File: config.mk
export PLATFORM = sky130hd
export DESIGN_NAME = evt_status_unit
export DESIGN_NICKNAME = d
export VERILOG_FILES = /design/src/rtl/evt_pkg.sv /design/src/rtl/evt_level_cmp.sv /design/src/rtl/evt_sticky_bank.sv /design/src/rtl/evt_regs.sv /design/src/rtl/evt_status_unit.sv
export SDC_FILE = /design/constraint.sdc
export NUM_CORES = 1
export LEC_CHECK = 0
export ABC_CLOCK_PERIOD_IN_PS = 2200
export BUFFER_PORTS_ARGS = -buffer_cell sky130_fd_sc_hd__clkbuf_2
export CORE_UTILIZATION = 25
export DETAILED_ROUTE_END_ITERATION = 10
export GPL_ROUTABILITY_DRIVEN = 0
export GPL_TIMING_DRIVEN = 0
export SYNTH_ARGS = -nofsm -noshare
export SYNTH_HDL_FRONTEND = slang
export SYNTH_SLANG_ARGS = --single-unit
File: constraint.sdc
create_clock -name clk -period 2.2 [get_ports clk]
set_input_delay 0.22 -clock clk [delete_from_list [all_inputs] [get_ports clk]]
set_output_delay 0.22 -clock clk [all_outputs]
set_load 0.02 [all_outputs]
File: src/rtl/evt_pkg.sv
// Shared constants for the event/status unit: raw bit positions,
// the set of software-clearable bits and the register byte addresses.
package evt_pkg;
    localparam int RAW_W      = 12;
    localparam int B_RX_UNDER = 0;
    localparam int B_RX_OVER  = 1;
    localparam int B_RX_HIGH  = 2;
    localparam int B_TX_OVER  = 3;
    localparam int B_TX_LOW   = 4;
    localparam int B_TX_ABRT  = 6;
    localparam int B_ACTIVITY = 8;
    localparam int B_STOP     = 9;
    localparam int B_START    = 10;
    localparam int B_GEN_CALL = 11;

    // bits latched by events and cleared by software reads
    localparam logic [RAW_W-1:0] STICKY_MASK = 12'hF4B;
    localparam logic [RAW_W-1:0] MASK_RESET  = 12'h8FF;

    localparam logic [7:0] A_MSTAT   = 8'h00;
    localparam logic [7:0] A_RAW     = 8'h04;
    localparam logic [7:0] A_MASK    = 8'h08;
    localparam logic [7:0] A_TXTHR   = 8'h0C;
    localparam logic [7:0] A_RXTHR   = 8'h10;
    localparam logic [7:0] A_STATUS  = 8'h14;
    localparam logic [7:0] A_TXLVL   = 8'h18;
    localparam logic [7:0] A_RXLVL   = 8'h1C;
    localparam logic [7:0] A_SRC     = 8'h20;
    localparam logic [7:0] A_CLR_ALL = 8'h24;
    // per-bit clear address is CLR_BASE + 4*bit
    localparam logic [7:0] CLR_BASE  = 8'h40;
endpackage

File: src/rtl/evt_level_cmp.sv
// Threshold comparator for one FIFO.
// Clamps the programmed threshold to DEPTH and compares it with the live
// fill level. AT_OR_BELOW=1 gives a "low" flag, 0 gives a "high" flag.
// Assumes level never exceeds DEPTH.
module evt_level_cmp #(
    parameter int DEPTH       = 16,
    parameter int THR_W       = 8,
    parameter bit AT_OR_BELOW = 1'b1,
    localparam int LVL_W      = $clog2(DEPTH) + 1
) (
    input  logic [LVL_W-1:0] level_i,
    input  logic [THR_W-1:0] thr_i,
    output logic             flag_o
);
    logic [LVL_W-1:0] eff_thr;

    // clamp the threshold to the FIFO depth
    always_comb begin
        if (thr_i > THR_W'(DEPTH)) eff_thr = LVL_W'(DEPTH);
        else                       eff_thr = thr_i[LVL_W-1:0];
    end

    generate
        if (AT_OR_BELOW) begin : g_low
            assign flag_o = (level_i <= eff_thr);
        end else begin : g_high
            assign flag_o = (level_i >= eff_thr);
        end
    endgenerate
endmodule

File: src/rtl/evt_sticky_bank.sv
// Bank of read-to-clear event flags and the abort-source accumulator.
// Each bit in SMASK is set by an event pulse and cleared by its own clear
// strobe or the global clear. A set beats a clear in the same cycle. The
// activity bit ignores clears while the bus is busy. Other bits read as 0.
module evt_sticky_bank #(
    parameter int              RAW_W    = 12,
    parameter logic [RAW_W-1:0] SMASK   = 12'hF4B,
    parameter int              ACT_BIT  = 8,
    parameter int              ABRT_BIT = 6,
    parameter int              SRC_W    = 17
) (
    input  logic             clk,
    input  logic             rst_n,
    input  logic [RAW_W-1:0] set_i,
    input  logic [RAW_W-1:0] clr_i,
    input  logic             clr_all_i,
    input  logic             bus_active_i,
    input  logic [SRC_W-1:0] src_i,
    output logic [RAW_W-1:0] flags_o,
    output logic [SRC_W-1:0] src_o
);
    logic unused_nonsticky;
    assign unused_nonsticky = ^((set_i | clr_i) & ~SMASK);

    generate
        for (genvar i = 0; i < RAW_W; i++) begin : g_bit
            if (SMASK[i]) begin : g_flag
                localparam bit IS_ACT = (i == ACT_BIT);
                logic q;
                logic clr_hit;
                assign clr_hit = (clr_i[i] | clr_all_i) & ~(IS_ACT & bus_active_i);

                // latch the event, drop it on an accepted clear
                always_ff @(posedge clk) begin
                    if (!rst_n)        q <= 1'b0;
                    else if (set_i[i]) q <= 1'b1;
                    else if (clr_hit)  q <= 1'b0;
                end
                assign flags_o[i] = q;

                AST_SET_WINS: assert property (@(posedge clk) disable iff (!rst_n)
                    set_i[i] |=> flags_o[i]);
                AST_CLR_DROPS: assert property (@(posedge clk) disable iff (!rst_n)
                    ((clr_i[i] || clr_all_i) && !set_i[i] && !(IS_ACT && bus_active_i))
                    |=> !flags_o[i]);
            end else begin : g_none
                assign flags_o[i] = 1'b0;
            end
        end
    endgenerate

    logic src_clr;
    logic [SRC_W-1:0] src_q;
    assign src_clr = clr_i[ABRT_BIT] | clr_all_i;

    // accumulate abort causes, a new abort replaces cleared history
    always_ff @(posedge clk) begin
        if (!rst_n)                src_q <= '0;
        else if (set_i[ABRT_BIT])  src_q <= src_clr ? src_i : (src_q | src_i);
        else if (src_clr)          src_q <= '0;
    end
    assign src_o = src_q;

    AST_ACT_HELD: assert property (@(posedge clk) disable iff (!rst_n)
        (bus_active_i && flags_o[ACT_BIT]) |=> flags_o[ACT_BIT]);
    AST_SRC_EMPTY: assert property (@(posedge clk) disable iff (!rst_n)
        (src_clr && !set_i[ABRT_BIT]) |=> (src_o == '0));
endmodule

File: src/rtl/evt_regs.sv
// Register front end: holds mask and thresholds, decodes read-to-clear
// addresses into strobes, and muxes read data combinationally.
// Assumes a read strobe lasts one cycle per intended clear.
module evt_regs
    import evt_pkg::*;
#(
    parameter int THR_W  = 8,
    parameter int SRC_W  = 17,
    parameter int LVL_W  = 5,
    parameter int ADDR_W = 8,
    parameter int DATA_W = 32
) (
    input  logic              clk,
    input  logic              rst_n,
    input  logic              rd_i,
    input  logic              wr_i,
    input  logic [ADDR_W-1:0] addr_i,
    input  logic [DATA_W-1:0] wdata_i,
    input  logic [RAW_W-1:0]  raw_i,
    input  logic [SRC_W-1:0]  src_i,
    input  logic [5:0]        status_i,
    input  logic [LVL_W-1:0]  tx_level_i,
    input  logic [LVL_W-1:0]  rx_level_i,
    output logic [RAW_W-1:0]  mask_o,
    output logic [THR_W-1:0]  tx_thr_o,
    output logic [THR_W-1:0]  rx_thr_o,
    output logic [RAW_W-1:0]  clr_o,
    output logic              clr_all_o,
    output logic [DATA_W-1:0] rdata_o
);
    localparam int SLOTS = 16;

    logic [RAW_W-1:0] mask_q;
    logic [THR_W-1:0] tx_thr_q, rx_thr_q;
    logic [SLOTS-1:0] raw_pad;
    logic unused_wdata;

    assign raw_pad      = SLOTS'(raw_i);
    assign unused_wdata = ^wdata_i[DATA_W-1:RAW_W];

    // programmable mask and thresholds
    always_ff @(posedge clk) begin
        if (!rst_n) begin
            mask_q   <= MASK_RESET;
            tx_thr_q <= '0;
            rx_thr_q <= '0;
        end else if (wr_i) begin
            if (addr_i == ADDR_W'(A_MASK))  mask_q   <= wdata_i[RAW_W-1:0];
            if (addr_i == ADDR_W'(A_TXTHR)) tx_thr_q <= wdata_i[THR_W-1:0];
            if (addr_i == ADDR_W'(A_RXTHR)) rx_thr_q <= wdata_i[THR_W-1:0];
        end
    end
    assign mask_o   = mask_q;
    assign tx_thr_o = tx_thr_q;
    assign rx_thr_o = rx_thr_q;

    // per-bit clear strobes
    generate
        for (genvar b = 0; b < RAW_W; b++) begin : g_clr
            assign clr_o[b] = rd_i && (addr_i == ADDR_W'(int'(CLR_BASE) + 4 * b));
        end
    endgenerate
    assign clr_all_o = rd_i && (addr_i == ADDR_W'(A_CLR_ALL));

    // read data mux
    always_comb begin
        rdata_o = '0;
        case (addr_i)
            ADDR_W'(A_MSTAT):   rdata_o = DATA_W'(raw_i & mask_q);
            ADDR_W'(A_RAW):     rdata_o = DATA_W'(raw_i);
            ADDR_W'(A_MASK):    rdata_o = DATA_W'(mask_q);
            ADDR_W'(A_TXTHR):   rdata_o = DATA_W'(tx_thr_q);
            ADDR_W'(A_RXTHR):   rdata_o = DATA_W'(rx_thr_q);
            ADDR_W'(A_STATUS):  rdata_o = DATA_W'(status_i);
            ADDR_W'(A_TXLVL):   rdata_o = DATA_W'(tx_level_i);
            ADDR_W'(A_RXLVL):   rdata_o = DATA_W'(rx_level_i);
            ADDR_W'(A_SRC):     rdata_o = DATA_W'(src_i);
            ADDR_W'(A_CLR_ALL): rdata_o = DATA_W'(|(raw_i & STICKY_MASK));
            default: begin
                if (addr_i[7:6] == 2'b01 && addr_i[1:0] == 2'b00)
                    rdata_o = DATA_W'(raw_pad[addr_i[5:2]]);
            end
        endcase
    end

    AST_MASK_KEEPS: assert property (@(posedge clk) disable iff (!rst_n)
        !(wr_i && addr_i == ADDR_W'(A_MASK)) |=> $stable(mask_o));
endmodule

File: src/rtl/evt_status_unit.sv
// Top of the interrupt and FIFO status unit.
// Combines sticky event flags with FIFO threshold flags into the raw word,
// masks it into the interrupt, and drives the TX flush hold from the abort
// flag. Assumes event pulses are one cycle and FIFO levels never exceed DEPTH.
module evt_status_unit
    import evt_pkg::*;
#(
    parameter int DEPTH  = 16,
    parameter int THR_W  = 8,
    parameter int SRC_W  = 17,
    parameter int ADDR_W = 8,
    parameter int DATA_W = 32,
    localparam int LVL_W = $clog2(DEPTH) + 1
) (
    input  logic              clk,
    input  logic              rst_n,
    input  logic [RAW_W-1:0]  evt_pulse_i,
    input  logic [SRC_W-1:0]  abort_src_i,
    input  logic              bus_active_i,
    input  logic              ctrl_active_i,
    input  logic [LVL_W-1:0]  tx_level_i,
    input  logic [LVL_W-1:0]  rx_level_i,
    input  logic              tx_full_i,
    input  logic              tx_empty_i,
    input  logic              rx_full_i,
    input  logic              rx_empty_i,
    input  logic              reg_rd_i,
    input  logic              reg_wr_i,
    input  logic [ADDR_W-1:0] reg_addr_i,
    input  logic [DATA_W-1:0] reg_wdata_i,
    output logic [DATA_W-1:0] reg_rdata_o,
    output logic              irq_o,
    output logic              tx_flush_o
);
    localparam logic [ADDR_W-1:0] ABRT_CLR = ADDR_W'(int'(CLR_BASE) + 4 * B_TX_ABRT);

    logic [RAW_W-1:0] sticky, raw, mask, clr_vec;
    logic [THR_W-1:0] tx_thr, rx_thr;
    logic [SRC_W-1:0] src;
    logic             clr_all, tx_low, rx_high;
    logic [5:0]       status;

    evt_level_cmp #(.DEPTH(DEPTH), .THR_W(THR_W), .AT_OR_BELOW(1'b1)) u_txcmp (
        .level_i(tx_level_i), .thr_i(tx_thr), .flag_o(tx_low));
    evt_level_cmp #(.DEPTH(DEPTH), .THR_W(THR_W), .AT_OR_BELOW(1'b0)) u_rxcmp (
        .level_i(rx_level_i), .thr_i(rx_thr), .flag_o(rx_high));

    evt_sticky_bank #(.RAW_W(RAW_W), .SMASK(STICKY_MASK), .ACT_BIT(B_ACTIVITY),
                      .ABRT_BIT(B_TX_ABRT), .SRC_W(SRC_W)) u_bank (
        .clk(clk), .rst_n(rst_n), .set_i(evt_pulse_i), .clr_i(clr_vec),
        .clr_all_i(clr_all), .bus_active_i(bus_active_i), .src_i(abort_src_i),
        .flags_o(sticky), .src_o(src));

    // merge level flags into the raw word
    always_comb begin
        raw            = sticky;
        raw[B_TX_LOW]  = tx_low;
        raw[B_RX_HIGH] = rx_high;
    end

    assign status = {ctrl_active_i, rx_full_i, ~rx_empty_i, tx_empty_i, ~tx_full_i, bus_active_i};

    evt_regs #(.THR_W(THR_W), .SRC_W(SRC_W), .LVL_W(LVL_W), .ADDR_W(ADDR_W),
               .DATA_W(DATA_W)) u_regs (
        .clk(clk), .rst_n(rst_n), .rd_i(reg_rd_i), .wr_i(reg_wr_i),
        .addr_i(reg_addr_i), .wdata_i(reg_wdata_i), .raw_i(raw), .src_i(src),
        .status_i(status), .tx_level_i(tx_level_i), .rx_level_i(rx_level_i),
        .mask_o(mask), .tx_thr_o(tx_thr), .rx_thr_o(rx_thr), .clr_o(clr_vec),
        .clr_all_o(clr_all), .rdata_o(reg_rdata_o));

    assign irq_o      = |(raw & mask);
    assign tx_flush_o = sticky[B_TX_ABRT];

    AST_FLUSH_HELD: assert property (@(posedge clk) disable iff (!rst_n)
        (tx_flush_o && !(reg_rd_i && (reg_addr_i == ABRT_CLR ||
                                      reg_addr_i == ADDR_W'(A_CLR_ALL))))
        |=> tx_flush_o);
    AST_TXLOW_AT_EMPTY: assert property (@(posedge clk) disable iff (!rst_n)
        (tx_level_i == '0) |-> raw[B_TX_LOW]);
    AST_RXHIGH_AT_DEPTH: assert property (@(posedge clk) disable iff (!rst_n)
        (rx_level_i == LVL_W'(DEPTH)) |-> raw[B_RX_HIGH]);
endmodule

==> results of run 1 <==
[layout by cell type (no fill, tap or decap), drive strengths merged, types with 15 or more instances in the layout]
cell,synthesis,routed
nor2b,26,26
nand3,30,30
clkbuf,16,99
a21boi,20,20
conb,1,15
a22oi,27,27
buf,28,39
nor2,16,16
nand2,65,65
dfxtp,53,53
[synth_stat cells, types with 10 or more instances]
library cell | n | area (um^2)
a22oi_1 | 17 | 127.6
o21ai_0 | 12 | 60.06
nand3_1 | 30 | 150.1
buf_4 | 18 | 135.1
nor2_1 | 16 | 60.06
dfxtp_1 | 53 | 1061
nand2_1 | 65 | 244.0
clkbuf_1 | 16 | 60.06
a21oi_1 | 12 | 60.06
ha_1 | 10 | 125.1
nor2b_1 | 26 | 162.7
inv_1 | 10 | 37.54
a21boi_0 | 20 | 150.1
[area by class of cell]
class	count	area, um^2	share of cell area [%]
repair buffers	89	486.7	10.74
clock buffers	6	138.9	3.064
plain buffers	43	291.5	6.431
inverters	10	37.54	0.8280
multi-input cells	323	2277	50.23
flip-flops and latches	53	1072	23.65
clock inverters	2	13.76	0.3036
well taps	172	215.2	4.747
[flip-flops by register name, summed over array words and instances (netlist names)]
name,cells
u_bank.g_bit.g_flag.q,8
u_regs.rx_thr_o,8
u_regs.mask_o,12
u_bank.src_o,17
u_regs.tx_thr_o,8
[worst paths after layout]
| kind | from | to | slack [ps] | cells past startpoint |
|---|---|---|---|---|
| worst max-delay path | u_regs.tx_thr_o[5] | reg_rdata_o[4] | -600 | 9 |
| worst min-delay path | reg_wdata_i[11] | u_regs.mask_o[11] | 140 | 3 |
| worst max register to register | u_regs.tx_thr_o[7] | u_regs.tx_thr_o[7] | 1390 | 3 |
| worst min register to register | u_regs.mask_o[5] | u_regs.mask_o[5] | 480 | 2 |
[per-layer routing]
layer	vias to the layer above	global-route usage (%)	wire [um]
met3	37	3.391	812
met2	163	27.83	5593
met4	0	8.173	444
met5	-	0	0
li1	1695	-	-
met1	1665	20.67	4961
[power by group]
part / internal (mW) / total, mW / switching [mW]
combinational: 0.182 / 0.405 / 0.223
sequential: 0.988 / 1.02 / 0.0341
clock: 0.453 / 0.801 / 0.349
total: 1.62 / 2.23 / 0.606
[worst max-delay path, delay by kind of cell, from the launching register on]
family,cells,cell delay (ps)
buffers and inverters,1,200
DFF,1,360
adders and majority gates,1,230
and+or+nand+nor,2,480
AOI/OAI and AO/OA,5,1010
[timing repair]
| item | in CTS | in global routing |
|---|---|---|
| endpoints found under the hold margin | 0 | 0 |
| setup buffers | 4 | 6 |
| endpoints found under the setup margin | 18 | 10 |
| resized for setup | 35 | 26 |
| pin swaps | 7 | 12 |
[cell families (layout without fill, tap and decap cells)]
logic type / count (synthesis) / count (layout) / synth area share [%]
and+or+nand+nor: 181 / 181 / 28.01
adders and majority gates: 10 / 10 / 3.724
buffers and inverters: 54 / 150 / 9.274
AOI/OAI and AO/OA: 109 / 109 / 24.77
muxes: 8 / 8 / 2.533
DFF: 53 / 53 / 31.58
other: 1 / 15 / 0.1116
[stage by stage]
step | TNS, ps | cell area (um^2) | power (mW) | setup slack, ps
final | -2245 | 4533 | 2.229 | -603.9
after global routing | -2546 | 4533 | 2.320 | -682.1
after CTS | -2300 | 4415 | 2.232 | -647.3
after detailed placement | -9778 | 4085 | 1.408 | -543.8
after global placement | -8485 | 4085 | 1.401 | -551.9
after floorplan | -281.3 | 3475 | 1.264 | -153.7
==> impl_results.md, run 1 <==
* FMAX at 0.3566 GHz
* # nets final at 624
* Die W at 117.9 um
* CTS H-tree lvls at 2
* Pin count of the biggest net entering global routing at 17
* Drc violations at 0
* Diode count at 0
* Layout cell share with drive strength beyond 1 at 34.79%
* Crit-path max cell delay at 370 ps
* Num CTS Buffers at 5
* Root Buffer: clkbuf_16
* Final non-filler cell total at 698
* Post-cts hold buffer count at 0
* Initial Util at 26.09%
* Unrepaired setup endpoints after global routing: true
* Mapped Area at 0.003359 mm^2
* Mapped Avg Cell Area at 8.076 um^2
* P per Cell Area at 491.8 mW/mm^2
* Number of flops mapped to enable cells by yosys at 0
* #FFs+latches synth at 53
* Clock Pin Slew Worst Setup and Hold Paths at 70 ps
* Final worst slack at -603.9 ps
* GR Util All Layers at 16.81%
* Critical path type: reg2out
* Initial antenna violation count at 0
* Critical path, cell by cell: nor4_4, nand2_2, ha_4, a21o_1, a21o_1, a221oi_4, a21oi_4, o41ai_4, buf_4
* Fin util at 35.21%
* Ys Warns at 0
* WL per Instance at 16.92 um
* Worst Skew at 0 ps
* Remaining Overflow, GRT at 0
* CTS tree: yes
* DIE HEIGHT at 117.9 um
* Final wirelength at 11.81 mm
* Fin. Hold Viols at 0
* Synth unique cells at 57
* CP max stage cell: nor4_4
* Worst hold path class: in2reg
* IO Port Bufs at 79
* # fillers at 1,335
* Max-cap check violation count at 0
* Tmin final at 2804 ps
* Die area at 0.01391 mm^2
* Drt first-iter violations at 291
* Leakage power figure at 1.866 nW
* Outcome: complete, but fails checks
* HPWL Detailed at 9.109 mm
* CP Launch Type: register
* Drt first pass iters at 4
* Ys flop type: dfxtp_1
* Vias at 3,560
* Hold slack final at 138.8 ps
* Top-Level Pins at 123
* Worst-path maximum fanout at 4
* Crit path arrival time at 2580 ps
* First-pass GRT wire length at 18.31 mm
* Final period util at 127.5%
* Vias in the first global route at 3,485
* Failing checks: setup timing
* Core area at 0.01288 mm^2
* Setup Viol. Count Final at 4
* Worst-Skew Late Latency at 290 ps
* FFs w/ async S/R, synth at 0%
* ANT nets after route at 0
* CTS sink count at 53
* VDD IR max at 0.2571 mV
* Cell seen most often among critical-path stages: a21o_1
* Vias per cell at 5.100
* Longest Clk Path Bufs at 2
* Critical path endpoint category: output port
* Worst-margin pin slew at 700.8 ps
* Site Rows at 41
* Slew HR at 53.28%
* Gate Count Post-Synth at 416
* DP Cell Count at 681
* P&R area growth vs syn at 34.93%
* Sequential cell area fraction in the yosys report at 31.58%
* Final Max Slew Viols at 0
* Data required, critical path at 1980 ps
(Power assumes the default switching activity.)
==> run 2, diff against run 1 <==
Settings changed: SKIP_LAST_GASP from default to 1.
==> run 2 against run 1 <==
Worst setup slack improved by 14 ps. First-iteration DRC count fell by 6.5%. Die area did not move. Power about the same. Clock power barely moved. Highest routed layer unchanged. The flow still finishes with violations (setup timing). Global-route usage about the same. Via count shrank 0.59%. Clock-buffer cell count is the same.
==> impl_results.md, run 2 (synthesis gave the netlist of run 1 again) <==
* Unrepaired setup endpoints after global routing: true
* Remaining Overflow, GRT at 0 (unchanged)
* Site Rows at 41 (unchanged)
* CP Launch Type: register
* Tot Pwr at 2.230 mW (about the same)
* Final non-filler cell total at 698 (unchanged)
* Vias at 3,539 (-0.59%)
* Cell seen most often among critical-path stages: a21o_1
* Setup TNS at -2155 ps (+90.63 ps)
* Critical path endpoint category: output port
* CTS sink count at 53 (unchanged)
* Final worst slack at -590.2 ps (+13.73 ps)
* Critical path, cell by cell: nor4_4, nand2_2, ha_4, a21o_1, a21o_1, a221oi_4, a21oi_4, o41ai_4, buf_4
* Register Area at 0.001071 mm^2 (-0.12%)
* P&R area growth vs syn at 34.60%
* Final Instance Area at 0.004522 mm^2 (-0.25%)
* FMAX at 0.3584 GHz (+0.49%)
* Hold slack final at 140.9 ps (+2.112 ps)
* Worst-path maximum fanout at 4 (unchanged)
* IO Port Bufs at 79 (unchanged)
* Commonest non-fill, non-tap cell in the layout: clkbuf_2
* Die W at 117.9 um (unchanged)
* Worst-Skew Late Latency at 290 ps (about the same)
* Root Buffer: clkbuf_16
* Drt first pass iters at 4 (unchanged)
* Vias per cell at 5.070 (-0.59%)
* Top delay family on crit path: compound AO/OA/AOI/OAI gates
* First-pass GRT wire length at 18.26 mm (-0.22%)
* Failing checks: setup timing
* CP max stage cell: nor4_4
* Initial Util at 26.09% (unchanged)
* Worst Skew at 0 ps (unchanged)
* VDD IR max at 0.2612 mV (+1.6%)
* Clock Pin Slew Worst Setup and Hold Paths at 70 ps (about the same)
* Drt first-iter violations at 272 (-6.5%)
* Max-cap check violation count at 0 (unchanged)
* Post-cts hold buffer count at 0 (unchanged)
* ANT nets after route at 0 (unchanged)
* P per Cell Area at 493.2 mW/mm^2 (+0.28%)
* Leading cell types in the layout, fill and taps excluded: clkbuf_2, nand2_1, dfxtp_1
* CTS H-tree lvls at 2 (unchanged)
* # fillers at 1,331 (-0.30%)
* Max reg flops at 17 (unchanged)
* Longest Clk Path Bufs at 2 (unchanged)
* Outcome: complete, but fails checks
* GR Util All Layers at 16.78% (-0.031 points)
* Final wirelength at 11.75 mm (-0.55%)
* Drc violations at 0 (unchanged)
* Fin. Hold Viols at 0 (unchanged)
* Core area at 0.01288 mm^2 (unchanged)
* Data required, critical path at 1980 ps (about the same)
* Final period util at 126.8% (-0.62 points)
* Crit path arrival time at 2570 ps (about the same)
* HPWL Detailed at 9.109 mm (unchanged)
* Setup Viol. Count Final at 4 (unchanged)
* Tmin final at 2790 ps (-13.73 ps)
* Top-Level Pins at 123 (unchanged)
* Pin count of the biggest net entering global routing at 17 (unchanged)
* DP Cell Count at 681 (unchanged)
* Vias in the first global route at 3,471 (-0.40%)
* Area of the multi-input gates at 0.002270 mm^2 (-0.33%)
* Final Max Slew Viols at 0 (unchanged)
* Critical path type: reg2out
* Layout cell share with drive strength beyond 1 at 34.79% (unchanged)
* CTS tree: yes
* WP buf/inv at 1 (unchanged)
* Area post-placement at 0.004085 mm^2 (unchanged)
* Num CTS Buffers at 5 (unchanged)
* WL per Instance at 16.83 um (-0.55%)
* Worst-margin pin slew at 709.1 ps (+8.366 ps)
* Crit-path max cell delay at 370 ps (about the same)
* Initial antenna violation count at 0 (unchanged)
* Leakage power figure at 1.861 nW (-0.24%)
* Slew HR at 52.72% (-0.56 points)
* # nets final at 624 (unchanged)
* Diode count at 0 (unchanged)
* Worst hold path class: in2reg
* DIE HEIGHT at 117.9 um (unchanged)
* Die area at 0.01391 mm^2 (unchanged)
run 2: changes by cell type in the layout (fill, tap and decap cells not counted), sizes merged:
cell    delta
buf        +1
clkbuf     -1
run 2: worst reg2reg max path, stage by stage, from the launching register on:
cell and delay (ps):
dfxtp_4 370, buf_4 120, nand2_1 40, a21boi_0 200
run 2: worst paths after layout:
path / from / endpoint / slack [ps] / cells past startpoint
setup reg to reg: u_regs.tx_thr_o[7] / u_regs.tx_thr_o[7] / 1380 / 3
hold reg to reg: u_regs.mask_o[5] / u_regs.mask_o[5] / 480 / 2
hold / removal: reg_wdata_i[11] / u_regs.mask_o[11] / 140 / 3
setup / recovery: u_regs.tx_thr_o[5] / reg_rdata_o[4] / -590 / 9
run 2: stage by stage:
stage	util (%)	setup WS (ps)
after global routing	35.12	-682.1
final	35.12	-590.2
after global placement	31.73	-551.9
after CTS	34.25	-647.3
after detailed placement	31.73	-543.8
after floorplan	-	-153.7
run 2: layer usage:
metal | track usage, % | wire, um | vias up
met5 | 0 | 0 | -
met2 | 27.79 | 5591 | 158
li1 | - | - | 1692
met3 | 3.391 | 780 | 34
met1 | 20.61 | 4963 | 1655
met4 | 8.173 | 410 | 0
run 2: power by group:
group | internal [mW] | switching [mW] | total [mW] | leakage [nW]
registers | 0.990 | 0.0340 | 1.02 | 0.437
logic | 0.182 | 0.222 | 0.403 | 1.35
clock network | 0.453 | 0.350 | 0.803 | 0.0768
total | 1.62 | 0.606 | 2.23 | 1.86
run 2: repair_timing:
| action | CTS | global route |
|---|---|---|
| endpoints found under the setup margin | 18 | 9 |
| resized for setup | 33 | 27 |
| setup buffers | 4 | 6 |
| pin swaps | 6 | 13 |
run 2: cell type report:
cell class | instances | share of cell area [%]
tap | 172 | 4.759
sequential | 53 | 23.69
timing repair buffer | 89 | 10.76
clock inverter | 2 | 0.3044
buffer | 43 | 6.392
inverter | 10 | 0.8301
multi-input combinational | 323 | 50.19
clock buffer | 6 | 3.071
